$ cat src/rtl/bd_pkg.sv
package bd_pkg;

    typedef enum logic [1:0] {
        ST_HUNT   = 2'd0,
        ST_SAMPLE = 2'd1,
        ST_AWAIT  = 2'd2
    } dec_state_e;

    typedef struct packed {
        dec_state_e state;
        logic       seen;
        logic       err;
    } dec_ctrl_t;

endpackage

$ cat src/rtl/bd_line_edge.sv
module bd_line_edge #(
    parameter int SYNC_STAGES = 2
) (
    input  logic clk_i,
    input  logic rst_ni,
    input  logic line_i,
    input  logic rise_only_i,
    output logic level_o,
    output logic edge_o
);
    localparam int N = (SYNC_STAGES < 2) ? 2 : SYNC_STAGES;

    typedef struct packed {
        logic [N-1:0] chain;
        logic         prev;
    } edge_st_t;

    edge_st_t st_d, st_q;

    always_comb begin
        st_d       = st_q;
        st_d.chain = {st_q.chain[N-2:0], line_i};
        st_d.prev  = st_q.chain[N-1];
    end

    always_ff @(posedge clk_i or negedge rst_ni) begin
        if (!rst_ni) begin
            st_q <= '0;
        end else begin
            st_q <= st_d;
        end
    end

    assign level_o = st_q.chain[N-1];
    assign edge_o  = rise_only_i ? (st_q.chain[N-1] & ~st_q.prev)
                                 : (st_q.chain[N-1] ^ st_q.prev);
endmodule

$ cat src/rtl/bd_bit_timer.sv
module bd_bit_timer #(
    parameter int CNT_W = 8
) (
    input  logic             clk_i,
    input  logic             rst_ni,
    input  logic             clear_i,
    input  logic [CNT_W-1:0] cmp_a_i,
    input  logic [CNT_W-1:0] cmp_b_i,
    output logic             hit_a_o,
    output logic             hit_b_o,
    output logic             reach_a_o
);
    logic [CNT_W-1:0] cnt_d, cnt_q;

    always_comb begin
        if (clear_i) begin
            cnt_d = '0;
        end else if (&cnt_q) begin
            cnt_d = cnt_q;
        end else begin
            cnt_d = cnt_q + 1'b1;
        end
    end

    always_ff @(posedge clk_i or negedge rst_ni) begin
        if (!rst_ni) begin
            cnt_q <= '0;
        end else begin
            cnt_q <= cnt_d;
        end
    end

    assign hit_a_o   = (cnt_q == cmp_a_i);
    assign hit_b_o   = (cnt_q == cmp_b_i);
    assign reach_a_o = (cnt_q >= cmp_a_i);
endmodule

$ cat src/rtl/bd_byte_pack.sv
module bd_byte_pack #(
    parameter int BYTE_W = 8
) (
    input  logic              clk_i,
    input  logic              rst_ni,
    input  logic              shift_i,
    input  logic              bit_i,
    input  logic              flush_i,
    output logic [BYTE_W-1:0] byte_o,
    output logic              valid_o
);
    localparam int SR_W = BYTE_W - 1;
    localparam int CW   = $clog2(BYTE_W);
    localparam logic [CW-1:0] LAST = CW'(BYTE_W - 1);

    typedef struct packed {
        logic [SR_W-1:0]   sr;
        logic [CW-1:0]     cnt;
        logic [BYTE_W-1:0] data;
        logic              valid;
    } pack_st_t;

    pack_st_t st_d, st_q;

    always_comb begin
        st_d       = st_q;
        st_d.valid = 1'b0;
        if (flush_i) begin
            st_d.cnt = '0;
        end else if (shift_i) begin
            if (st_q.cnt == LAST) begin
                st_d.data  = {st_q.sr, bit_i};
                st_d.valid = 1'b1;
                st_d.cnt   = '0;
            end else begin
                st_d.cnt = st_q.cnt + 1'b1;
            end
            st_d.sr = {st_q.sr[SR_W-2:0], bit_i};
        end
    end

    always_ff @(posedge clk_i or negedge rst_ni) begin
        if (!rst_ni) begin
            st_q <= '0;
        end else begin
            st_q <= st_d;
        end
    end

    assign byte_o  = st_q.data;
    assign valid_o = st_q.valid;
endmodule

$ cat src/rtl/bitclock_decoder.sv
module bitclock_decoder #(
    parameter int CNT_W       = 8,
    parameter int BYTE_W      = 8,
    parameter int SYNC_STAGES = 2
) (
    input  logic              clk_i,
    input  logic              rst_ni,
    input  logic              line_i,
    input  logic              pw_mode_i,
    input  logic              en_i,
    input  logic [CNT_W-1:0]  cmp_sample_i,
    input  logic [CNT_W-1:0]  cmp_limit_i,
    output logic [BYTE_W-1:0] rx_byte_o,
    output logic              rx_valid_o,
    output logic              err_irq_o
);
    import bd_pkg::*;

    logic level, edge_hit;
    logic hit_a, hit_b, reach_a;
    logic tmr_clear, do_shift, do_flush;
    dec_ctrl_t ctl_d, ctl_q;
    dec_state_e cur_state;

    bd_line_edge #(.SYNC_STAGES(SYNC_STAGES)) u_edge (
        .clk_i       (clk_i),
        .rst_ni      (rst_ni),
        .line_i      (line_i),
        .rise_only_i (pw_mode_i),
        .level_o     (level),
        .edge_o      (edge_hit)
    );

    bd_bit_timer #(.CNT_W(CNT_W)) u_timer (
        .clk_i     (clk_i),
        .rst_ni    (rst_ni),
        .clear_i   (tmr_clear),
        .cmp_a_i   (cmp_sample_i),
        .cmp_b_i   (cmp_limit_i),
        .hit_a_o   (hit_a),
        .hit_b_o   (hit_b),
        .reach_a_o (reach_a)
    );

    bd_byte_pack #(.BYTE_W(BYTE_W)) u_pack (
        .clk_i   (clk_i),
        .rst_ni  (rst_ni),
        .shift_i (do_shift),
        .bit_i   (level),
        .flush_i (do_flush),
        .byte_o  (rx_byte_o),
        .valid_o (rx_valid_o)
    );

    always_comb begin
        ctl_d     = ctl_q;
        ctl_d.err = 1'b0;
        tmr_clear = 1'b0;
        do_shift  = 1'b0;
        do_flush  = 1'b0;
        if (!en_i) begin
            ctl_d.state = ST_HUNT;
            ctl_d.seen  = 1'b0;
            tmr_clear   = 1'b1;
            do_flush    = 1'b1;
        end else begin
            unique case (ctl_q.state)
                ST_HUNT: begin
                    if (edge_hit) begin
                        tmr_clear  = 1'b1;
                        ctl_d.seen = 1'b1;
                        if (pw_mode_i || (ctl_q.seen && reach_a)) begin
                            ctl_d.state = ST_SAMPLE;
                        end
                    end
                end
                ST_SAMPLE: begin
                    if (hit_a) begin
                        do_shift    = 1'b1;
                        ctl_d.state = ST_AWAIT;
                    end
                end
                ST_AWAIT: begin
                    if (edge_hit) begin
                        tmr_clear   = 1'b1;
                        ctl_d.state = ST_SAMPLE;
                    end else if (hit_b) begin
                        ctl_d.err   = 1'b1;
                        ctl_d.seen  = 1'b0;
                        ctl_d.state = ST_HUNT;
                        tmr_clear   = 1'b1;
                        do_flush    = 1'b1;
                    end
                end
                default: begin
                    ctl_d.state = ST_HUNT;
                    ctl_d.seen  = 1'b0;
                end
            endcase
        end
    end

    always_ff @(posedge clk_i or negedge rst_ni) begin
        if (!rst_ni) begin
            ctl_q <= '{state: ST_HUNT, seen: 1'b0, err: 1'b0};
        end else begin
            ctl_q <= ctl_d;
        end
    end

    assign err_irq_o = ctl_q.err;
    assign cur_state = ctl_q.state;
endmodule

$ cat config.mk
export PLATFORM = sky130hd
export DESIGN_NAME = bitclock_decoder
export DESIGN_NICKNAME = d
export VERILOG_FILES = /design/src/rtl/bd_pkg.sv /design/src/rtl/bd_line_edge.sv /design/src/rtl/bd_bit_timer.sv /design/src/rtl/bd_byte_pack.sv /design/src/rtl/bitclock_decoder.sv
export SDC_FILE = /design/constraint.sdc
export NUM_CORES = 1
export LEC_CHECK = 0
export BUFFER_PORTS_ARGS = -buffer_cell sky130_fd_sc_hd__clkbuf_2
export CORE_MARGIN = 2
export CORE_UTILIZATION = 55
export DETAILED_ROUTE_END_ITERATION = 10
export GPL_ROUTABILITY_DRIVEN = 0
export PLACE_DENSITY = 0.87
export REMOVE_ABC_BUFFERS = 1
export SLEW_MARGIN = 0
export SYNTH_ARGS = -nofsm -noshare
export SYNTH_HDL_FRONTEND = slang
export SYNTH_SLANG_ARGS = --single-unit
$ cat constraint.sdc
create_clock -name clk_i -period 2.4 [get_ports clk_i]
set_clock_uncertainty 0.05 [all_clocks]
set_input_delay 0.48 -clock clk_i [delete_from_list [all_inputs] [get_ports clk_i]]
set_output_delay 0.48 -clock clk_i [all_outputs]
set_load 0.03 [all_outputs]
### Word-level counts from Yosys, hierarchy flattened

Index checks and enable logic that the tools add are counted.

| word-level totals | value |
|---|---|
| flip-flop bits (word level) | 34 |
| bits of input ports | 21 |
| output and inout bits | 10 |
| logic and storage cells | 69 |

| operators by class | value |
|---|---|
| add/sub/neg operators | 2 |
| order comparisons | 1 |
| equality and inequality tests | 13 |
| multiplexer cells | 30 |
| bitwise operators | 4 |
| reduce and logical (&&, ||, !) cells | 9 |

Operators with widths:

| operator | count |
|---|---|
| $eq A8 B8 Y1 | 2 |
| $mux W8 | 2 |
| $ne A3 B3 Y1 const B | 5 |
| $mux W1 | 14 |
| $mux W12 | 1 |
| $mux W3 | 4 |
| $mux W9 | 1 |
| $add A8 B1 Y8 const B | 1 |
| $ge A8 B8 Y1 | 1 |
| $mux W2 | 4 |
| $reduce_and A4 Y1 | 2 |
| $reduce_and A8 Y1 | 1 |
| $pmux W2 S3 | 1 |
| $mux W4 | 1 |
| $ne A2 B2 Y1 const B | 2 |
| $ne A4 B4 Y1 const B | 1 |
| $add A3 B1 Y3 const B | 1 |
| $eq A3 B3 Y1 const B | 1 |
| $pmux W1 S3 | 1 |
| $reduce_and A3 Y1 | 1 |
| $eq A2 B1 Y1 const B | 1 |
| $eq A2 B2 Y1 const B | 1 |
| $logic_not A2 Y1 | 1 |
| $not A1 Y1 | 2 |
| 7 further kinds | 7 |

### Longest topological paths before layout

Gate-level depths: netlist of the first run.

| logic depth | value |
|---|---|
| depth in word-level cells | 8 |
| gate-level depth with buffers | 7 |
| gate-level depth less buffers | 6 |

### Hierarchy

From an unflattened synthesis of the first run, not the netlist that was laid out.

| second synthesis, totals | value |
|---|---|
| cell total of the unflattened synthesis | 173 |
| area, all modules | 1956.9 sq um |

By module, submodules not included:

| module | instances | cells an instance | area each (sq um) | seq. area each (sq um) |
|---|---|---|---|---|
| bd_byte_pack | 1 | 56 | 863.3 | 475.5 |
| bd_bit_timer | 1 | 86 | 764.5 | 200.2 |
| bitclock_decoder | 1 | 24 | 229.0 | 100.1 |
| bd_line_edge | 1 | 7 | 100.1 | 75.1 |

### Worst setup path before layout of the first run

No wires, ideal clock.

| path | value |
|---|---|
| path type | in2reg |
| from | in cmp_sample_i[6] |
| to | reg u_pack.st_q[15] in the netlist's numbering |
| library setup time | 125 ps |
| data arrival time | 1898 ps |
| data required time | 2225 ps |
| setup slack | 327 ps |
| stages on the path | 6 |
| path buffers | 1 |
| cells stage by stage | inv_1 > ha_1 > nand4_1 > nor4_4 > buf_6 > mux2_2 |

| on the way | value |
|---|---|
| cells in the longest elaborated chain, start to end | 5 |

RTL lines:

| element | line | RTL |
|---|---|---|
| from (decl) | bitclock_decoder.sv:11 | `input logic [CNT_W-1:0] cmp_sample_i,` |
| $eq A8 B8 Y1 | bd_bit_timer.sv:33 | `assign hit_a_o = (cnt_q == cmp_a_i);` |
| $mux W1 | bitclock_decoder.sv:78 | `if (hit_a) begin` |
| $mux W1 | bitclock_decoder.sv:67 | `unique case (ctl_q.state)` |
| $mux W1 | bitclock_decoder.sv:61 | `if (!en_i) begin` |
| $reduce_and A2 Y1 (no source line) | - |  |
| to (signal assigned) | bd_byte_pack.sv:46 | `st_q <= st_d;` |
| to (decl) | bd_byte_pack.sv:23 | `pack_st_t st_d, st_q;` |

No other way between the ends.
A chain may end at the register's enable or synchronous reset.

### Worst setup path in the final report of the first run

| path | value |
|---|---|
| from | reg u_timer.cnt_q[5] |
| to | reg u_pack.st_q (netlist bit u_pack.byte_o[6]) |

| on the way | value |
|---|---|
| cells in the longest elaborated chain, start to end | 7 |
| elaborated cells on any way between the ends | 11 |
| those cells by class | eq/ne: 2; mux: 7; bitwise: 1; reduce/logical: 1 |

RTL lines:

| element | line | RTL |
|---|---|---|
| from (decl) | bd_bit_timer.sv:13 | `logic [CNT_W-1:0] cnt_d, cnt_q;` |
| from (signal assigned) | bd_bit_timer.sv:29 | `cnt_q <= cnt_d;` |
| $eq A8 B8 Y1 | bd_bit_timer.sv:34 | `assign hit_b_o = (cnt_q == cmp_b_i);` |
| $mux W1 | bitclock_decoder.sv:87 | `end else if (hit_b) begin` |
| $mux W1 | bitclock_decoder.sv:84 | `if (edge_hit) begin` |
| $mux W1 | bitclock_decoder.sv:67 |  |
| $mux W1 | bitclock_decoder.sv:61 |  |
| $not A1 Y1 (no source line) | - |  |
| $reduce_and A3 Y1 (no source line) * | - |  |

Mark *: on every way between the ends. The rest lies on a longest branch, timed or not.

==> impl_summary.md, run 1 <==
Placement
Buffers placed on the I/O ports in this run total 30. Once detailed placement completed, the half-perimeter wirelength came to 2442 um.

Timing
The highest clock rate is 0.4854 GHz. The final period utilization is 0.8583. The clock period minus final worst setup slack is 2.060 ns.

At the pin with the least slew margin, the transition time is 0.8330 ns. The max-slew violation count is 0. The remaining max-slew budget at the tightest pin is 0.4447.

Setup violations remaining at the end of the flow were counted as 0. Setup repair after global routing left no endpoint under its margin. After routing, the total negative slack on setup checks comes to 0 ns. The count of final hold-check violations is 0. The worst hold margin is 0.1805 ns.

Floorplan
The effective utilization at floorplan is 0.5646. In this run the horizontal extent of the chip is 62.30 um. The number of ports placed on the die boundary is 31. The chip height is 62.30 um. The core region is 3311 um^2. In this run the core area contains 21 standard-cell rows. The die covers 3881 um^2.

Synth
Synthesis instantiated 37 different standard cells from the library. In the post-synthesis netlist, the biggest area contributors are dfrtp_1, mux2_2, ha_1, xnor2_1, buf_4. The area fraction of the dominant cell type after synthesis is 0.4552. The simple-gate share of the synthesized area is 0.1533. The share of the yosys chip area belonging to registers is 0.4552. After synthesis the cells add up to 1869 um^2. Of the total synthesized cell area, the portion taken by full adders, half adders and majority gates is 0.08032. The share of the synthesized area in compound gates (AO/OA/AOI/OAI) is 0.09036. The proportion of register bits with asynchronous set or reset after synthesis is 1.000. The number of instances in the synthesized netlist is 172. Of the total synthesized cell area, the portion taken by XOR and XNOR cells is 0.05154. In this run, synthesis produced a sequential element count of 34.

The synthesized area divided by synthesized cell count is 10.87 um^2. The post-synthesis cell type with the largest combined area is dfrtp_1. For this run, the leading register cell type out of synthesis is dfrtp_1.

After synthesis, the share of cell area in mux cells is 0.1011. The number of flops mapped to enable cells by yosys is 0. Yosys printed 0 warnings. By area, the combinational part of the netlist is dominated by simple AND/OR/NAND/NOR gates.

Global route
The initial antenna violation count was 0. The global routing stage identified its most utilized layer as met2. The overall overflow remaining after global route is 0.

In the global route stage, met3 resource usage came out at 0.05616. The via count of the first global-routing pass is 1332. For met1 alone, demand over resource in global routing was 0.2304. The largest net degree at the start of global routing is 35.

The met2 track utilization from global routing is 0.3193. The all-layer global routing usage is 0.1875. The first global-routing pass estimated 5713 um of wire.

Clocking
The worst-skew pair later-pin latency is 0.34 ns. The cell at the root of the clock tree is clkbuf_4. Once the clock tree was built, the resizer swapped 0 gates to a different size. The clock tree from TritonCTS is built. The clock net in this run drives a total of 34 sinks.

The post-CTS setup repair buffer count is 0. Clock tree synthesis inserted a total of 5 buffers. In this run the deepest clock path goes through 2 buffers. The clock tree synthesis step divided the H-tree into 2 levels.

The clock transition at the register clock pins on the worst setup and hold paths after CTS is 0.11 ns. After clock tree synthesis, the flow added hold-fix buffers numbering 0.

Critical path
The signal on the critical path passes through ha_1 -> nand4_1 -> nor4_4 -> buf_4 -> nand2_4 -> mux2_2. The critical path in this run is classified as flip-flop to flip-flop. The largest individual stage delay along the critical path comes from the cell dfrtp_1. On the worst path, the slowest cell contributes a delay of 0.46 ns.

The maximum net fanout on the critical path is 14. In this run the number of cells on the critical path is 6. Across all register-to-register paths, the minimum setup slack is 0.34 ns.

The startpoint of the lowest-slack register-to-register path is u_timer.cnt_q[5]$_DFFE_PN0P_. The cell count of the worst reg-to-reg path is 6. The startpoint class of the critical path is a flip-flop. The cell class contributing the biggest share of worst-path delay is simple AND/OR/NAND/NOR gates. The terminus of the critical flop-to-flop path is u_pack.byte_o[6]$_DFFE_PN0P_. The arrival time of data at the critical path endpoint is 2.23 ns.

STA classifies the critical path endpoint as a flip-flop. Together, buffers and inverters on the worst path number 1. Data on the critical path is required at its endpoint by 2.57 ns.

Pwr
The post-layout total power is 1022 uW. The worst IR drop on VDD is 0.0004180 V. In this run the static leakage power is 0.001042 uW. Dividing total power by cell area gives a power density of 492.8 nW/um^2.

Detailed routing
After detailed routing, the number of remaining DRC violations is 0. The routed length per instance is 13.02 um. The post-detailed-routing wire length is 3230 um. The first-pass iteration count of the detailed router is 4. The count of nets left with antenna violations once routing finished came out at 0. After the first detailed-routing iteration, the DRC count stood at 28. After detailed routing, the number of vias per cell comes to 5.367. The via count is 1331.

Cells and area
After filler insertion, the fill cell instance count of the layout stands at 283. Relative to the synthesized area, the layout overhead comes to 10.91%. At the end of the flow the core is filled with cells to 0.6262. The number of nets in the finished design is 234. In the final layout, the share of cells above drive strength 1 is 0.3069. The count of antenna diodes in the layout is 0.

Status
The flow ran to the end, and the final reports show no timing, DRC or antenna violations.

Job
The count of maximum capacitance violations is 0.

Worst hold path
The path type of the worst min-delay path is input port to async pin.
## cells in the final DEF (no fill, tap or decap), types with 4 or more instances in the layout
cell type and count:
dfrtp_1 34, a21oi_1 4, clkbuf_2 30, and3_1 4, nor2_1 15, mux2_2 15
xnor2_1 9, nand4_1 5, inv_1 12, o21ai_0 5, nand2_1 9, clkbuf_4 5
ha_1 12
## cell families after synthesis
| logic type | Yosys count |
|---|---|
| muxes | 17 |
| DFF | 34 |
| xor gates and xnor gates | 11 |
| adders and majority gates | 12 |
| AOI/OAI and AO/OA | 23 |
| buffers and inverters | 23 |
| and+or+nand+nor | 52 |
## sequential cells by signal, indices dropped and copies added, names as in the netlist
signal and flops:
ctl_q 1, cur_state 2, err_irq_o 1, u_edge.level_o 1, u_edge.st_d 1, u_edge.st_q 1, u_pack.byte_o 8, u_pack.st_q 10
u_pack.valid_o 1, u_timer.cnt_q 8
## layer usage
metal	part of all wire	routed length, um	up-vias
met5	0	0	-
met4	0.015	47	0
met2	0.48	1551	25
li1	-	-	657
met3	0.042	137	5
met1	0.46	1493	644
## per-stage QoR
stage               worst slack (ns)  cells  instance area [um^2]
floorplan                     0.1950    162                  1790
global placement              0.2548    240                  2013
detailed placement            0.2061    240                  2013
CTS                           0.3100    248                  2073
global route                  0.1610    248                  2073
finish                        0.3400    248                  2073
## worst max path at each step
stage	startpoint	end
global placement	cmp_sample_i[7]	u_pack.byte_o[6]$_DFFE_PN0P_
floorplan	cmp_sample_i[6]	u_pack.byte_o[0]$_DFFE_PN0P_
finish	u_timer.cnt_q[5]$_DFFE_PN0P_	u_pack.byte_o[6]$_DFFE_PN0P_
global route	u_timer.cnt_q[5]$_DFFE_PN0P_	u_pack.byte_o[0]$_DFFE_PN0P_
CTS	u_timer.cnt_q[5]$_DFFE_PN0P_	u_pack.byte_o[6]$_DFFE_PN0P_
detailed placement	cmp_sample_i[5]	u_pack.byte_o[6]$_DFFE_PN0P_
## power breakdown
group / internal [uW] / leakage, uW / switching (uW)
Clock: 142 / 0.0000353 / 186
Combinational: 45.9 / 0.000542 / 56.6
Sequential: 581 / 0.000465 / 9.67
## layout make-up
type / count / area, um^2 / area share
clock buffer: 7 / 55.05 / 0.02655
clock inverter: 1 / 5.005 / 0.002414
inverter: 13 / 48.80 / 0.02354
multi-input combinational: 115 / 890.9 / 0.4297
sequential: 34 / 850.8 / 0.4104
tap: 46 / 57.56 / 0.02776
timing repair buffer: 32 / 165.2 / 0.07966
## cells in the mapped netlist, types with 2 or more instances
library cell / n
o21a_1: 2
nor2_1: 15
nand2b_1: 2
nand3_1: 3
nor2b_1: 3
o31ai_1: 2
nand4_1: 5
or3_1: 2
buf_4: 9
mux2_2: 15
xor2_1: 2
nand2_1: 9
mux2i_1: 2
inv_1: 12
a21oi_1: 4
a311oi_1: 2
o21ai_0: 5
o21bai_1: 2
ha_1: 12
xnor2_1: 9
nor3_1: 3
and3_1: 4
dfrtp_1: 34
No activity file was read; power rests on OpenSTA's default activity.
==> inputs of run 2 (changes only) <==
--- a/config.mk
+++ b/config.mk
@@ -15,4 +15,5 @@
 export SLEW_MARGIN = 0
 export SYNTH_ARGS = -nofsm -noshare
 export SYNTH_HDL_FRONTEND = slang
+export SYNTH_HIERARCHICAL = 1
 export SYNTH_SLANG_ARGS = --single-unit
==> run 2 against run 1 <==
Effect of this change: synthesized area grew 4.7%; sequential cell count is the same; global-route usage grew 1.9 points; non-clock buffer count grew 7; first-iteration DRC count grew 140%; clock power grew 60%; via count grew 4.1%; clock-buffer cell count shrank 2; sequential share of layout area shrank 3.2 points; setup slack lost 0.17 ns; die area grew 4.4%; final cell count grew 2.0%; critical path type unchanged.
==> impl_summary.md, run 2 <==
Detailed routing
The via count is 1385 (was 1331). The post-detailed-routing wire length came to 3714 um (was 3230 um). The final routed DRC violation total was 0 (unchanged). The routed length per instance is 14.68 um (was 13.02 um).

The first-pass iteration count of the detailed router is 4 (unchanged). The DRC marker count from the first detailed-route iteration is 68 (was 28). The number of routed nets with antenna violations is 0 (unchanged). The average vias per placed instance was 5.474 (was 5.367).

Cells and area
The number of nets in the finished design is 239 (was 234). The layout overhead on the synthesized area is 15.35% (was 10.91%). Leading cell types in the layout, fill and taps excluded: dfrtp_1, clkbuf_2, inv_1 (was dfrtp_1, clkbuf_2, nor2_1, mux2_2). The count of antenna diodes in the layout is 0 (unchanged). The leading cell type in the layout, fill and taps excluded is dfrtp_1 (unchanged). The register name with the most flops is u_pack/st_q (was u_pack.st_q). The final design area excluding fillers is 2257 um^2 (was 2073 um^2). The number of flip-flops in the largest register came to 10 (unchanged). The layout cell share with drive strength beyond 1 is 0.3720 (was 0.3069).

Synth
The number of flops mapped to enable cells by yosys is 0 (unchanged). The post-synthesis cell area came to 1957 um^2 (was 1869 um^2). The number of warning messages in the yosys log was 6 (was 0). The register bit count reported by yosys is 34 (unchanged). The most numerous cell in the Yosys netlist is dfrtp_1 (unchanged). The share of the yosys chip area belonging to registers is 0.4348 (was 0.4552).

The post-synthesis cell type with the largest combined area was dfrtp_1 (unchanged). The synthesized area divided by synthesized cell count is 11.31 um^2 (was 10.87 um^2). The most used flip-flop cell after synthesis is dfrtp_1 (unchanged).

The area fraction of the dominant cell type after synthesis is 0.4348 (was 0.4552). Most common library cells after synthesis: dfrtp_1, inv_1, ha_1, nor2_1 (was dfrtp_1, mux2_2, nor2_1, ha_1, inv_1). The number of instances in the synthesized netlist is 173 (was 172). The proportion of register bits with asynchronous set or reset after synthesis is 1.000 (unchanged). Cell types with the largest area share after synthesis: dfrtp_1, ha_1, mux2_4, mux2_2, xnor2_1 (was dfrtp_1, mux2_2, ha_1, xnor2_1, buf_4). The distinct cell type count of the synthesized netlist is 46 (was 37).

Clocking
The maximum level of the CTS H-tree is 2 (unchanged). The number of buffers on the longest clock path was 2 (unchanged). The clock transition at the register clock pins on the worst setup and hold paths after CTS was 0.11 ns (about the same). The number of buffers inserted by hold repair at cts is 0 (unchanged). The cell at the root of the clock tree is clkbuf_4 (unchanged).

The clock tree from TritonCTS was built (unchanged). The worst-skew pair later-pin latency is 0.34 ns (about the same). The clock buffer count from CTS was 5 (unchanged). The clock sink total is 34 (unchanged).

Worst hold path
The path type of the worst min-delay path is input port to async pin (unchanged).

Floorplan
The core area was 3390 um^2 (was 3311 um^2). The number of placement rows is 21 (unchanged). The number of ports placed on the die boundary came to 31 (unchanged). The effective utilization at floorplan is 0.5773 (was 0.5646). The floorplan die width was 63.65 um (was 62.30 um). The chip height is 63.65 um (was 62.30 um).

The die outline area is 4051 um^2 (was 3881 um^2).

Placement
The number of buffers added on ports was 30 (unchanged). The half-perimeter wire length of the detailed placement result is 2756 um (was 2442 um). The total placed instance area came to 2121 um^2 (was 2013 um^2).

Critical path
The arrival time of data at the critical path endpoint is 2.39 ns (was 2.23 ns). The worst-case register-to-register setup slack is 0.17 ns (was 0.34 ns). The startpoint of the lowest-slack register-to-register path is u_timer/cnt_q[4]$_DFFE_PN0P_ (was u_timer.cnt_q[5]$_DFFE_PN0P_). The maximum net fanout on the critical path is 7 (was 14). The startpoint class of the critical path is a flip-flop (unchanged). The sort of element at the end of the critical path is a flip-flop (unchanged).

The first element of the critical path is u_timer/cnt_q[4]$_DFFE_PN0P_ (was u_timer.cnt_q[5]$_DFFE_PN0P_). The critical path data required time is 2.56 ns (was 2.57 ns). The category of the critical setup timing path was flip-flop to flip-flop (unchanged).

Pwr
The power density over cell area is 547.3 nW/um^2 (was 492.8 nW/um^2). The post-layout total power was 1235 uW (was 1022 uW). The reported leakage power came to 0.001122 uW (was 0.001042 uW).

The switching power summed over all nets is 274.2 uW (was 252.5 uW). The sequential share of power is 0.485 (was 0.579). The relative contribution of the clock network to total power is 0.426 (was 0.321). The proportion of power drawn by combinational gates was 0.090 (was 0.100). The proportion of total power due to net switching came to 0.2220 (was 0.2471). The worst IR drop on VDD is 0.0003151 V (was 0.0004180 V).

The cell-internal power came to 961.1 uW (was 769.2 uW).

Timing
The count of final hold-check violations is 0 (unchanged). RSZ-0062 raised after global routing: no (unchanged). The clock period minus final worst setup slack is 2.228 ns (was 2.060 ns).

The remaining max-slew budget at the tightest pin came to 0.4682 (was 0.4447). The count of final setup violators is 0 (unchanged). The highest clock rate is 0.4488 GHz (was 0.4854 GHz).

The worst hold margin was 0.1547 ns (was 0.1805 ns). The transition time at the pin with the least slew margin is 0.7977 ns (was 0.8330 ns). The total negative slack is 0 ns (unchanged). The final period utilization came to 0.9284 (was 0.8583). The max-slew violation count is 0 (unchanged).

Global route
The via count of the first global-routing pass is 1379 (was 1332). The initial antenna violation count came to 0 (unchanged). The all-layer global routing usage is 0.2061 (was 0.1875). The largest net degree at the start of global routing is 35 (unchanged). The wire length of the first global-routing pass is 6444 um (was 5713 um). The overall overflow remaining after global route is 0 (unchanged).

Status
Run status: finished, final reports clean (unchanged).

Job
The count of maximum capacitance violations is 0 (unchanged).
## run 2: cell types whose count changed in the layout (fill, tap and decap cells not counted), moves of 3 or more
cell     delta
o21ai_0     -4
mux2_4      +7
nor2_1      -6
o21ai_1     +4
and3_1      -4
a31oi_1     +3
buf_4       +6
mux2_2      -7
## run 2: worst paths after layout
kind / endpoint / cells after the start
max: u_pack/st_q[14]$_DFFE_PN0P_ / 9
min: err_irq_o$_DFF_PN0_ / 1
max reg2reg: u_pack/st_q[14]$_DFFE_PN0P_ / 9
min reg2reg: u_edge/level_o$_DFF_PN0_ / 0
max in group asynchronous: u_timer/cnt_q[6]$_DFFE_PN0P_ / 1
min in group clk_i: u_edge/st_d[2]$_DFF_PN0_ / 1
## run 2: stage by stage
step | instances | utilization | worst slack (ns)
6_report | 253 | 0.6659 | 0.1719
5_1_grt | 253 | 0.6659 | 0.02263
4_1_cts | 252 | 0.6571 | 0.1075
3_5_place_dp | 244 | 0.6257 | 0.05345
3_3_place_gp | 244 | 0.6257 | 0.1243
2_1_floorplan | 160 | - | 0.02142
## run 2: cell type report
class	count	area, um^2
Clock buffer	5	37.54
Fill cell	243	1132
Sequential cell	34	853.3
Clock inverter	3	68.82
Inverter	13	48.80
Tap cell	46	57.56
Multi-Input combinational cell	113	960.9
Timing Repair Buffer	39	230.2
## run 2: power by group through the flow
stage               sequential (uW)  combinational [uW]  clock [uW]
floorplan                       606                57.1           0
global route                    600                 128         566
global placement                608                 106           0
finish                          599                 111         526
CTS                             598                 110         534
detailed placement              609                 110           0
## run 2: cell families (layout without fill, tap and decap cells)
logic type               count (synthesis)  after routing  synth area share
flip-flops                              34             34            0.4348
AO/OA/AOI/OAI                           26             26           0.09079
adder cells (fa/ha/maj)                 12             12           0.07672
buffers and inverters                   26             60           0.07801
AND/OR/NAND/NOR                         50             50            0.1739
multiplexers                            17             17            0.1100
XOR/XNOR                                 8              8           0.03581
## run 2: per-layer routing
metal  global-route usage  share of wire  vias to the layer above
met3              0.04643          0.031                        9
met1               0.2744           0.45                      676
met5                    0              0                        -
met4              0.08424          0.025                        0
met2               0.3250           0.50                       26
li1                     -              -                      674
## run 2: critical path: stages, from the launching register on
cell	delay (ns)
dfrtp_1	0.46
xnor2_1	0.23
nand4_1	0.15
nor2_1	0.21
nand2_1	0.11
o31ai_2	0.23
buf_4	0.19
nor2b_4	0.05
buf_12	0.13
mux2_4	0.29
## run 2: repair_timing
action / 4_1_cts / 5_1_grt
setup endpoints to repair: 0 / 16
buffers inserted: 0 / 1
gates resized for setup: 0 / 4
==> inputs of run 3 (changes only) <==
--- a/config.mk
+++ b/config.mk
@@ -5,12 +5,13 @@
 export SDC_FILE = /design/constraint.sdc
 export NUM_CORES = 1
 export LEC_CHECK = 0
+export ABC_CLOCK_PERIOD_IN_PS = 2400
 export BUFFER_PORTS_ARGS = -buffer_cell sky130_fd_sc_hd__clkbuf_2
 export CORE_MARGIN = 2
-export CORE_UTILIZATION = 55
+export CORE_UTILIZATION = 37
 export DETAILED_ROUTE_END_ITERATION = 10
 export GPL_ROUTABILITY_DRIVEN = 0
-export PLACE_DENSITY = 0.87
+export PLACE_DENSITY = 0.65
 export REMOVE_ABC_BUFFERS = 1
 export SLEW_MARGIN = 0
 export SYNTH_ARGS = -nofsm -noshare
==> run 3 against run 2 <==
Effect of this change: global-route usage shrank 7.7 points; final cell count grew 9.9%; power grew 8.4%; first-iteration DRC count down 43%; critical endpoint is now u_pack/st_q[16]$_DFFE_PN0P_; largest cell class unchanged.
==> impl_summary.md, run 3 (synthesis results as in run 2) <==
Pwr
The reported leakage power is 0.001140 uW (was 0.001122 uW). The worst IR drop on VDD is 0.0002428 V (was 0.0003151 V). The power density over cell area is 581.5 nW/um^2 (was 547.3 nW/um^2).

Critical path
The critical path data required time is 2.52 ns (was 2.56 ns). The arrival time of data at the critical path endpoint came to 2.26 ns (was 2.39 ns). The worst-case register-to-register setup slack is 0.26 ns (was 0.17 ns). The terminus of the critical flop-to-flop path is u_pack/st_q[16]$_DFFE_PN0P_ (was u_pack/st_q[14]$_DFFE_PN0P_). The startpoint class of the critical path is a flip-flop (unchanged). The count of buffering cells on the critical path with inverters included is 0 (was 2). The largest stage delay on the critical path is 0.43 ns (was 0.46 ns).

Cell chain of the critical path: ha_1 -> nand4_1 -> nor2_1 -> nand2_1 -> nor2_1 -> nor2b_4 -> mux2_4 (was xnor2_1 -> nand4_1 -> nor2_1 -> nand2_1 -> o31ai_2 -> buf_4 -> nor2b_4 -> buf_12 -> mux2_4). The category of the critical setup timing path was flip-flop to flip-flop (unchanged). In this design, the critical path's most frequently occurring cell is nor2_1. The startpoint of the lowest-slack register-to-register path is u_timer/cnt_q[7]$_DFFE_PN0P_ (was u_timer/cnt_q[4]$_DFFE_PN0P_). The cell with the largest stage delay on the worst path is dfrtp_1 (unchanged). The sort of element at the end of the critical path was a flip-flop (unchanged). The first element of the critical path is u_timer/cnt_q[7]$_DFFE_PN0P_ (was u_timer/cnt_q[4]$_DFFE_PN0P_).

The cell class contributing the biggest share of worst-path delay was simple AND/OR/NAND/NOR gates (unchanged). The cell count of the worst reg-to-reg path is 7 (was 9). The maximum net fanout on the critical path was 7 (unchanged).

Cells and area
Leading cell types in the layout, fill and taps excluded: dfrtp_1, clkbuf_2, inv_1 (unchanged). The register name with the most flops is u_pack/st_q (unchanged). The number of non-filler instances in the completed layout is 278 (was 253). The number of nets in the finished design is 240 (was 239). The layout cell share with drive strength beyond 1 is 0.3558 (was 0.3720). The leading cell type in the layout, fill and taps excluded was dfrtp_1 (unchanged). The layout overhead on the synthesized area is 17.71% (was 15.35%). The number of flip-flops in the largest register is 10 (unchanged). The count of antenna diodes in the layout was 0 (unchanged).

Timing
The count of final setup violators came to 0 (unchanged). The transition time at the pin with the least slew margin came to 0.8312 ns (was 0.7977 ns). The final period utilization is 0.8896 (was 0.9284).

RSZ-0062 raised after global routing: no (unchanged). The count of final hold-check violations came to 0 (unchanged). The total negative slack was 0 ns (unchanged).

The worst hold margin is 0.2246 ns (was 0.1547 ns). The clock period minus final worst setup slack was 2.135 ns (was 2.228 ns). The remaining max-slew budget at the tightest pin was 0.4459 (was 0.4682). The highest clock rate is 0.4684 GHz (was 0.4488 GHz).

The max-slew violation count came to 0 (unchanged).

Clocking
The number of buffers inserted by hold repair at cts came to 0 (unchanged). The clock transition at the register clock pins on the worst setup and hold paths after CTS came to 0.08 ns (was 0.11 ns). The worst-skew pair later-pin latency came to 0.29 ns (was 0.34 ns). The clock sink total was 34 (unchanged). The post-CTS setup repair buffer count is 0 (unchanged). The clock tree from TritonCTS is built (unchanged). The clock buffer count from CTS was 5 (unchanged). The cell at the root of the clock tree is clkbuf_8 (was clkbuf_4). The quantity of gates resized following cts came to 0 (unchanged).

The number of buffers on the longest clock path is 2 (unchanged). The maximum level of the CTS H-tree is 2 (unchanged).

Global route
The global routing usage on met3 was 0.03294 (was 0.04643). The initial antenna violation count came to 0 (unchanged). The via count of the first global-routing pass was 1389 (was 1379). The global-route layer with the greatest usage is met2 (unchanged). The all-layer global routing usage is 0.1294 (was 0.2061).

The overall overflow remaining after global route came to 0 (unchanged). The largest net degree at the start of global routing is 35 (unchanged). The wire length of the first global-routing pass is 6106 um (was 6444 um). The met1 track utilization from global routing is 0.1567 (was 0.2744). The met2 track utilization from global routing is 0.2184 (was 0.3250).

Floorplan
The core area is 5107 um^2 (was 3390 um^2). The effective utilization at floorplan was 0.3831 (was 0.5773). The floorplan die width is 76.73 um (was 63.65 um). The chip height is 76.73 um (was 63.65 um). The die outline area was 5887 um^2 (was 4051 um^2).

The number of placement rows is 26 (was 21). The number of ports placed on the die boundary is 31 (unchanged).

Placement
The number of buffers added on ports is 30 (unchanged). The number of instances in the placed design is 270 (was 244). The half-perimeter wire length of the detailed placement result is 2616 um (was 2756 um).

Detailed routing
The first-pass iteration count of the detailed router is 4 (unchanged). The via count is 1326 (was 1385). The average vias per placed instance came to 4.770 (was 5.474).

The final routed DRC violation total is 0 (unchanged). The DRC marker count from the first detailed-route iteration is 39 (was 68). The number of routed nets with antenna violations is 0 (unchanged). The routed length per instance is 12.35 um (was 14.68 um). The post-detailed-routing wire length came to 3433 um (was 3714 um).

Job
The count of maximum capacitance violations is 0 (unchanged).

Worst hold path
The path type of the worst min-delay path is input port to async pin (unchanged).

Status
Run status: finished, final reports clean (unchanged).
## run 3: changes by cell type in the layout (fill, tap and decap cells not counted), sizes merged
cell,before,now
buf,9,10
## run 3: worst register-to-register path, cell delays in order (launching register included)
cell and delay (ns):
dfrtp_1 0.43, ha_1 0.34, nand4_1 0.14, nor2_1 0.17, nand2_1 0.08, nor2_1 0.16, nor2b_4 0.33, mux2_4 0.33
## run 3: stage by stage
| step | power [uW] | worst slack (ns) | cell area, um^2 | utilization |
|---|---|---|---|---|
| floorplan | 663.0 | 0.02142 | 1853 | - |
| global placement | 715.3 | 0.1170 | 2166 | 0.4241 |
| detailed placement | 717.6 | 0.1009 | 2166 | 0.4241 |
| CTS | 1359 | 0.2359 | 2303 | 0.4510 |
| global route | 1406 | 0.1027 | 2303 | 0.4510 |
| finish | 1339 | 0.2650 | 2303 | 0.4510 |
## run 3: worst max path at each step
stage / slack, ns / to / cells past startpoint
floorplan: 0.02 / u_pack/byte_o[0]$_DFFE_PN0P_ / 7
global placement: 0.12 / u_pack/st_q[18]$_DFFE_PN0P_ / 9
detailed placement: 0.10 / u_pack/st_q[15]$_DFFE_PN0P_ / 9
CTS: 0.24 / u_pack/byte_o[0]$_DFFE_PN0P_ / 7
global route: 0.10 / u_pack/st_q[13]$_DFFE_PN0P_ / 7
finish: 0.26 / u_pack/st_q[16]$_DFFE_PN0P_ / 7
## run 3: report_power, final
group          leakage [uW]  switching (uW)  internal [uW]
sequential         0.000464            13.7            583
clock             0.0000683             219            416
combinational      0.000607            55.7           51.8
total               0.00114             288           1050
## run 3: layer usage
layer | share of wire | wire (um) | vias to the layer above
met4 | 0.017 | 58 | 0
met2 | 0.51 | 1757 | 14
met3 | 0.027 | 91 | 5
li1 | - | - | 674
met5 | 0 | 0 | -
met1 | 0.44 | 1525 | 633
## run 3: cell type report
type,count,area [um^2]
Tap cell,70,87.58
Inverter,13,48.80
Clock inverter,3,68.82
Fill cell,492,2804
Timing Repair Buffer,40,225.2
Sequential cell,34,850.8
Clock buffer,5,68.82
Multi-Input combinational cell,113,953.4
